[src/rtl/pio_pkg.sv]
package pio_pkg;
  parameter int unsigned PIO_W = 8;
  localparam int unsigned SEL_BIT = 2;

  typedef enum logic [1:0] {
    TGT_DIR  = 2'd0,
    TGT_DATA = 2'd1,
    TGT_CTRL = 2'd2
  } pio_tgt_e;
endpackage

[src/rtl/pio_sync.sv]
module pio_sync #(
  parameter int unsigned W = 8
) (
  input  logic         clk_i,
  input  logic         rst_ni,
  input  logic [W-1:0] d_i,
  output logic [W-1:0] q_o
);
  logic [W-1:0] meta_q, sync_q;

  always_ff @(posedge clk_i or negedge rst_ni) begin
    if (!rst_ni) begin
      meta_q <= '0;
      sync_q <= '0;
    end else begin
      meta_q <= d_i;
      sync_q <= meta_q;
    end
  end

  assign q_o = sync_q;
endmodule

[src/rtl/pio_port.sv]
module pio_port
  import pio_pkg::*;
#(
  parameter int unsigned W = PIO_W
) (
  input  logic         clk_i,
  input  logic         rst_ni,
  input  logic         io_we_i,
  input  logic         ctrl_we_i,
  input  logic         is_ctrl_i,
  input  logic [W-1:0] wdata_i,
  input  logic [W-1:0] pin_i,
  output logic [W-1:0] rdata_o,
  output logic [W-1:0] pin_o,
  output logic [W-1:0] pin_oe_o
);
  logic [W-1:0] ddr_q, out_q, ctrl_q, pin_s;
  logic         data_sel;
  pio_tgt_e     tgt;

  pio_sync #(.W(W)) u_sync (
    .clk_i (clk_i),
    .rst_ni(rst_ni),
    .d_i   (pin_i),
    .q_o   (pin_s)
  );

  assign data_sel = ctrl_q[SEL_BIT];

  always_ff @(posedge clk_i or negedge rst_ni) begin
    if (!rst_ni) begin
      ddr_q  <= '0;
      out_q  <= '0;
      ctrl_q <= '0;
    end else begin
      if (ctrl_we_i) ctrl_q <= wdata_i;
      if (io_we_i) begin
        if (data_sel) out_q <= wdata_i;
        else          ddr_q <= wdata_i;
      end
    end
  end

  always_comb begin
    if (is_ctrl_i)     tgt = TGT_CTRL;
    else if (data_sel) tgt = TGT_DATA;
    else               tgt = TGT_DIR;
  end

  always_comb begin
    unique case (tgt)
      TGT_CTRL: rdata_o = ctrl_q;
      TGT_DATA: rdata_o = (out_q & ddr_q) | (pin_s & ~ddr_q);
      default:  rdata_o = ddr_q;
    endcase
  end

  assign pin_oe_o = ddr_q;
  assign pin_o    = out_q & ddr_q;

  p_dir_write_r3: assert property (@(posedge clk_i) disable iff (!rst_ni)
    io_we_i && !data_sel |=> pin_oe_o == $past(wdata_i));

  p_dir_hold_r3: assert property (@(posedge clk_i) disable iff (!rst_ni)
    io_we_i && data_sel && !ctrl_we_i |=> $stable(pin_oe_o));

  p_latch_write_r6: assert property (@(posedge clk_i) disable iff (!rst_ni)
    io_we_i && data_sel |=> ((pin_o ^ $past(wdata_i)) & pin_oe_o) == '0);

  p_ctrl_store_r9: assert property (@(posedge clk_i) disable iff (!rst_ni)
    ctrl_we_i |=> ctrl_q == $past(wdata_i));

  p_idle_hold_r8: assert property (@(posedge clk_i) disable iff (!rst_ni)
    !io_we_i && !ctrl_we_i |=> $stable(ddr_q) && $stable(out_q) && $stable(ctrl_q));
endmodule

[src/rtl/pio_dual_port.sv]
module pio_dual_port
  import pio_pkg::*;
#(
  parameter int unsigned W  = PIO_W,
  parameter int unsigned NP = 2,
  localparam int unsigned PIDX_W = (NP > 1) ? $clog2(NP) : 1,
  localparam int unsigned ADDR_W = PIDX_W + 1
) (
  input  logic              clk_i,
  input  logic              rst_ni,
  input  logic              sel_i,
  input  logic              wr_i,
  input  logic [ADDR_W-1:0] addr_i,
  input  logic [W-1:0]      wdata_i,
  output logic [W-1:0]      rdata_o,
  input  logic [NP*W-1:0]   pin_i,
  output logic [NP*W-1:0]   pin_o,
  output logic [NP*W-1:0]   pin_oe_o
);
  logic [PIDX_W-1:0] pidx;
  logic              is_ctrl;
  logic [NP-1:0]     io_we, ctrl_we;
  logic [W-1:0]      port_rd [NP];

  assign pidx    = addr_i[ADDR_W-1:1];
  assign is_ctrl = addr_i[0];

  for (genvar p = 0; p < NP; p++) begin : g_port
    logic hit;
    assign hit        = sel_i && wr_i && (pidx == PIDX_W'(p));
    assign io_we[p]   = hit && !is_ctrl;
    assign ctrl_we[p] = hit && is_ctrl;

    pio_port #(.W(W)) u_port (
      .clk_i    (clk_i),
      .rst_ni   (rst_ni),
      .io_we_i  (io_we[p]),
      .ctrl_we_i(ctrl_we[p]),
      .is_ctrl_i(is_ctrl),
      .wdata_i  (wdata_i),
      .pin_i    (pin_i[p*W +: W]),
      .rdata_o  (port_rd[p]),
      .pin_o    (pin_o[p*W +: W]),
      .pin_oe_o (pin_oe_o[p*W +: W])
    );
  end

  always_comb begin
    rdata_o = '0;
    for (int p = 0; p < NP; p++)
      if (sel_i && pidx == PIDX_W'(p)) rdata_o = port_rd[p];
  end

  p_single_target_r2: assert property (@(posedge clk_i) disable iff (!rst_ni)
    $onehot0({io_we, ctrl_we}));

  p_no_write_idle_r8: assert property (@(posedge clk_i) disable iff (!rst_ni)
    !(sel_i && wr_i) |-> ({io_we, ctrl_we} == '0));
endmodule

[config.mk]
export PLATFORM = sky130hd
export DESIGN_NAME = pio_dual_port
export DESIGN_NICKNAME = d
export VERILOG_FILES = /design/src/rtl/pio_pkg.sv /design/src/rtl/pio_sync.sv /design/src/rtl/pio_port.sv /design/src/rtl/pio_dual_port.sv
export SDC_FILE = /design/constraint.sdc
export NUM_CORES = 1
export LEC_CHECK = 0
export BUFFER_PORTS_ARGS = -buffer_cell sky130_fd_sc_hd__buf_2
export CAP_MARGIN = 5
export CORE_MARGIN = 5
export CORE_UTILIZATION = 50
export CTS_BUF_LIST = sky130_fd_sc_hd__clkbuf_8
export CTS_CLUSTER_DIAMETER = 50
export DETAILED_ROUTE_END_ITERATION = 12
export PLACE_DENSITY = 0.81
export SYNTH_ARGS = -nofsm -noshare
export SYNTH_HDL_FRONTEND = slang
export SYNTH_SLANG_ARGS = --single-unit
[constraint.sdc]
create_clock -name clk_i -period 1.71 [get_ports clk_i]
set_clock_uncertainty 0.05 [all_clocks]
set_input_delay 0 -clock clk_i [delete_from_list [all_inputs] [get_ports clk_i]]
set_output_delay 0 -clock clk_i [all_outputs]
set_load 0.01 [all_outputs]
==> qor.csv <==
stage,metric,value,unit
global_routing,antenna violations before repair,0,
pwr,Power Dens Cells,1260,nW/um^2
worst_setup_path,type of element launching the critical path,register,
timing,final worst setup slack,-0.0494,ns
die,effective utilization at floorplan,51.2,%
detailed_routing,via count,2337,
yosys,register bit count reported by yosys,80,
detailed_routing,DRC violations left,0,
worst_setup_path,kind of critical path,reg -> out,
placement,last weighted congestion value of the routability-driven placer,0.830,
detailed_routing,1st-pass router iterations,4,
timing,normalized max-slew margin,59.4,%
timing,number of endpoints with negative hold slack in the final report,0,
placement,standard cell area after detailed placement,3750,sq um
timing,Max Clk Rate,568,MHz
cts,clock latency reported for the late side of the worst-skew pair,0.36,ns
global_routing,vias in the first global route,2413,
outcome,violations in the final reports,setup timing,
yosys,dominant cell type by area after synthesis,sky130_fd_sc_hd__dfrtp_1,
die,floorplan die width,90.7,microns
timing,worst hold margin,0.126,ns
cts,clock tree from TritonCTS,done,
yosys,Gate Count Post-Synth,240,
worst_setup_path,logic depth of the worst register-to-register path,4,
worst_setup_path,endpoint type of the worst setup path,output pin,
yosys,sequential area share after synthesis,61.5,%
placement,worst setup slack before clock tree synthesis,0.170,ns
die,ports placed on the boundary,70,
yosys,yosys warns,0,
layout,number of antenna cells inserted,0,
layout,fraction of final layout cells with drive strength greater than 1,45.2,%
placement,input/output buffers,69,
yosys,fraction of post-synthesis cell area in the top cell type by area,61.5,%
cts,clock-pin slew on the worst setup and hold paths,0.08,ns
cts,number of H-tree branching levels,3,
cts,cts bufs inserted,9,
yosys,Area contributors post-synth,"sky130_fd_sc_hd__dfrtp_1, sky130_fd_sc_hd__mux2_2, sky130_fd_sc_hd__and2_1, sky130_fd_sc_hd__a21oi_1, sky130_fd_sc_hd__a311oi_1",
detailed_routing,DR vias/cell,5.40,
timing,RSZ-0062 raised after global routing,yes,
cts,buffer levels on the longest clock path,2,
layout,Post-layout nets,381,
yosys,total nets after synthesis,270,
die,Chip Height,90.7,microns
global_routing,total track usage,19.8,%
layout,post-route standard cell area excluding fillers,4270,sq um
detailed_routing,drt initial violations,190,
cts,Sinks on Clock Net,80,
worst_setup_path,maximum fanout along the worst path,10,
job,# Max-Cap Violations,0,
timing,fin crit share,103,%
detailed_routing,number of nets with antenna violations after routing,0,
yosys,area of the mapped netlist,3250,sq um
yosys,mean instance size in the synthesized netlist,13.6,sq um
pwr,Peak VDD IR,0.853,mV
global_routing,maximum number of pins on one net before global-route repair,81,
die,floorplan die area,8220,sq um
worst_setup_path,"Data arrival, critical path",1.71,ns
placement,Post-DP HPWL,5.18,mm
die,std cell rows,29,
pwr,leakage component of the power,2.01,nW
timing,number of setup violations in the final report,6,
min_path,class of the most critical hold timing path,in -> async,
die,Core Area,6350,sq um
cts,root cell of the clock tree,sky130_fd_sc_hd__clkbuf_8,
worst_setup_path,data required time of the critical path,1.66,ns
timing,transition time at the pin with the least slew margin,0.606,ns
timing,Final Critical Period,1.76,ns
detailed_routing,wire per inst,17.7,microns
global_routing,grt ovf,0,
detailed_routing,WL final,7.67,mm
timing,pins over their slew limit,0,
outcome,result of the run,"complete, but fails checks",
yosys,post-synth cell types,36,
layout,signed area change from the synthesized netlist to the final layout,31.3,%
global_routing,wire length of the first global-routing pass,12.6,mm
-- Yosys cell counts, drive strengths merged --
| cell type | n |
|---|---|
| dfrtp | 80 |
| mux2 | 49 |
| a21oi | 17 |
| and2 | 16 |
| nand2 | 11 |
| inv | 7 |
| a311oi | 6 |
| clkbuf | 6 |
| buf | 5 |
| nor2 | 5 |
| o21ai | 5 |
| o31ai | 5 |
| a221o | 4 |
| nand4b | 3 |
| a211o | 2 |
| and3b | 2 |
| nand4 | 2 |
| o2111ai | 2 |
| a21o | 1 |
| a31oi | 1 |
| and2b | 1 |
| and3 | 1 |
| nand2b | 1 |
| nand3 | 1 |
| nand3b | 1 |
| nor2b | 1 |
| nor3 | 1 |
| nor3b | 1 |
| nor4b | 1 |
| nor4bb | 1 |
| o21bai | 1 |
-- cells by family after synthesis --
group | after synthesis | share of synthesized area (%)
AO/OA/AOI/OAI | 44 | 9.12
buffers and inverters | 18 | 2.58
flip-flops | 80 | 61.5
multiplexers | 49 | 17.0
AND/OR/NAND/NOR | 49 | 9.81
-- where the power goes --
part           total [mW]  internal, mW  switching, mW
registers            2.61          2.27          0.337
logic                1.40         0.755          0.642
clock network        1.37         0.676          0.692
-- worst max-delay path: stages, from the launching register on --
cell	delay [ns]
sky130_fd_sc_hd__dfrtp_1	0.42
sky130_fd_sc_hd__buf_6	0.16
sky130_fd_sc_hd__buf_4	0.13
sky130_fd_sc_hd__a21oi_2	0.11
sky130_fd_sc_hd__o31ai_1	0.09
sky130_fd_sc_hd__a221o_1	0.30
sky130_fd_sc_hd__buf_2	0.14
-- cells in the final DEF, fill, tap and decap left out, drive strengths merged, types with 3 or more instances in the layout --
master,instances
a21oi,17
mux2,49
nand2,11
o31ai,5
a221o,4
buf,86
dlygate4sd3,25
and2,16
dfrtp,80
clkinv,3
a311oi,6
nor2,5
nand4b,3
o21ai,5
inv,9
clkbuf,9
-- routing by layer --
| metal | global-route usage, % | vias to the layer above | routed length [microns] |
|---|---|---|---|
| met1 | 24.9 | 1151 | 3080 |
| met3 | 6.67 | 20 | 563 |
| met4 | 9.06 | 0 | 204 |
| met2 | 30.9 | 82 | 3820 |
| met5 | 0 | - | 0 |
| li1 | - | 1084 | - |
-- timing repair --
item / 4_1_cts / 5_1_grt
hold endpoints to repair: 144 / 0
buffers inserted: 2 / 2
pin swaps: 0 / 0
resized for setup: 6 / 7
setup endpoints to repair: 5 / 8
hold buffers: 25 / 0
-- flip-flops by register name (all words and copies together), names as in the netlist --
name,count
g_port.u_port.ctrl_q,16
g_port.u_port.out_q,16
g_port.u_port.pin_oe_o,16
g_port.u_port.u_sync.meta_q,16
g_port.u_port.u_sync.q_o,16
-- stage by stage --
step	utilization [%]	TNS [ns]	power [mW]	cells
2_1_floorplan	-	0	3.33	240
3_3_place_gp	59.1	0	3.85	388
3_5_place_dp	59.1	0	3.91	388
4_1_cts	66.6	-0.108	5.36	431
5_1_grt	67.3	-0.746	5.69	433
6_report	67.3	-0.186	5.37	433
-- layout make-up --
cell class | instances | area [sq um]
inverters | 7 | 26.3
flip-flops and latches | 80 | 2000
repair buffers | 111 | 749
clock buffers | 9 | 124
well taps | 77 | 96.3
fillers | 459 | 2080
clock inverters | 7 | 72.6
multi-input cells | 142 | 1200
-- final timing paths --
kind,to,slack [ns],startpoint
setup / recovery,rdata_o[3],-0.05,g_port[0].u_port.ctrl_q[2]$_DFFE_PN0P_
hold / removal,g_port[0].u_port.u_sync.q_o[0]$_DFF_PN0_,0.13,rst_ni
setup reg to reg,g_port[0].u_port.pin_oe_o[1]$_DFFE_PN0P_,0.04,g_port[0].u_port.ctrl_q[2]$_DFFE_PN0P_
hold reg to reg,g_port[1].u_port.u_sync.q_o[2]$_DFF_PN0_,0.29,g_port[1].u_port.u_sync.meta_q[2]$_DFF_PN0_
max in group asynchronous,g_port[0].u_port.ctrl_q[6]$_DFFE_PN0P_,1.14,rst_ni
min in group clk_i,g_port[0].u_port.out_q[6]$_DFFE_PN0P_,0.15,wr_i
Power figures use the tool's default switching activity.
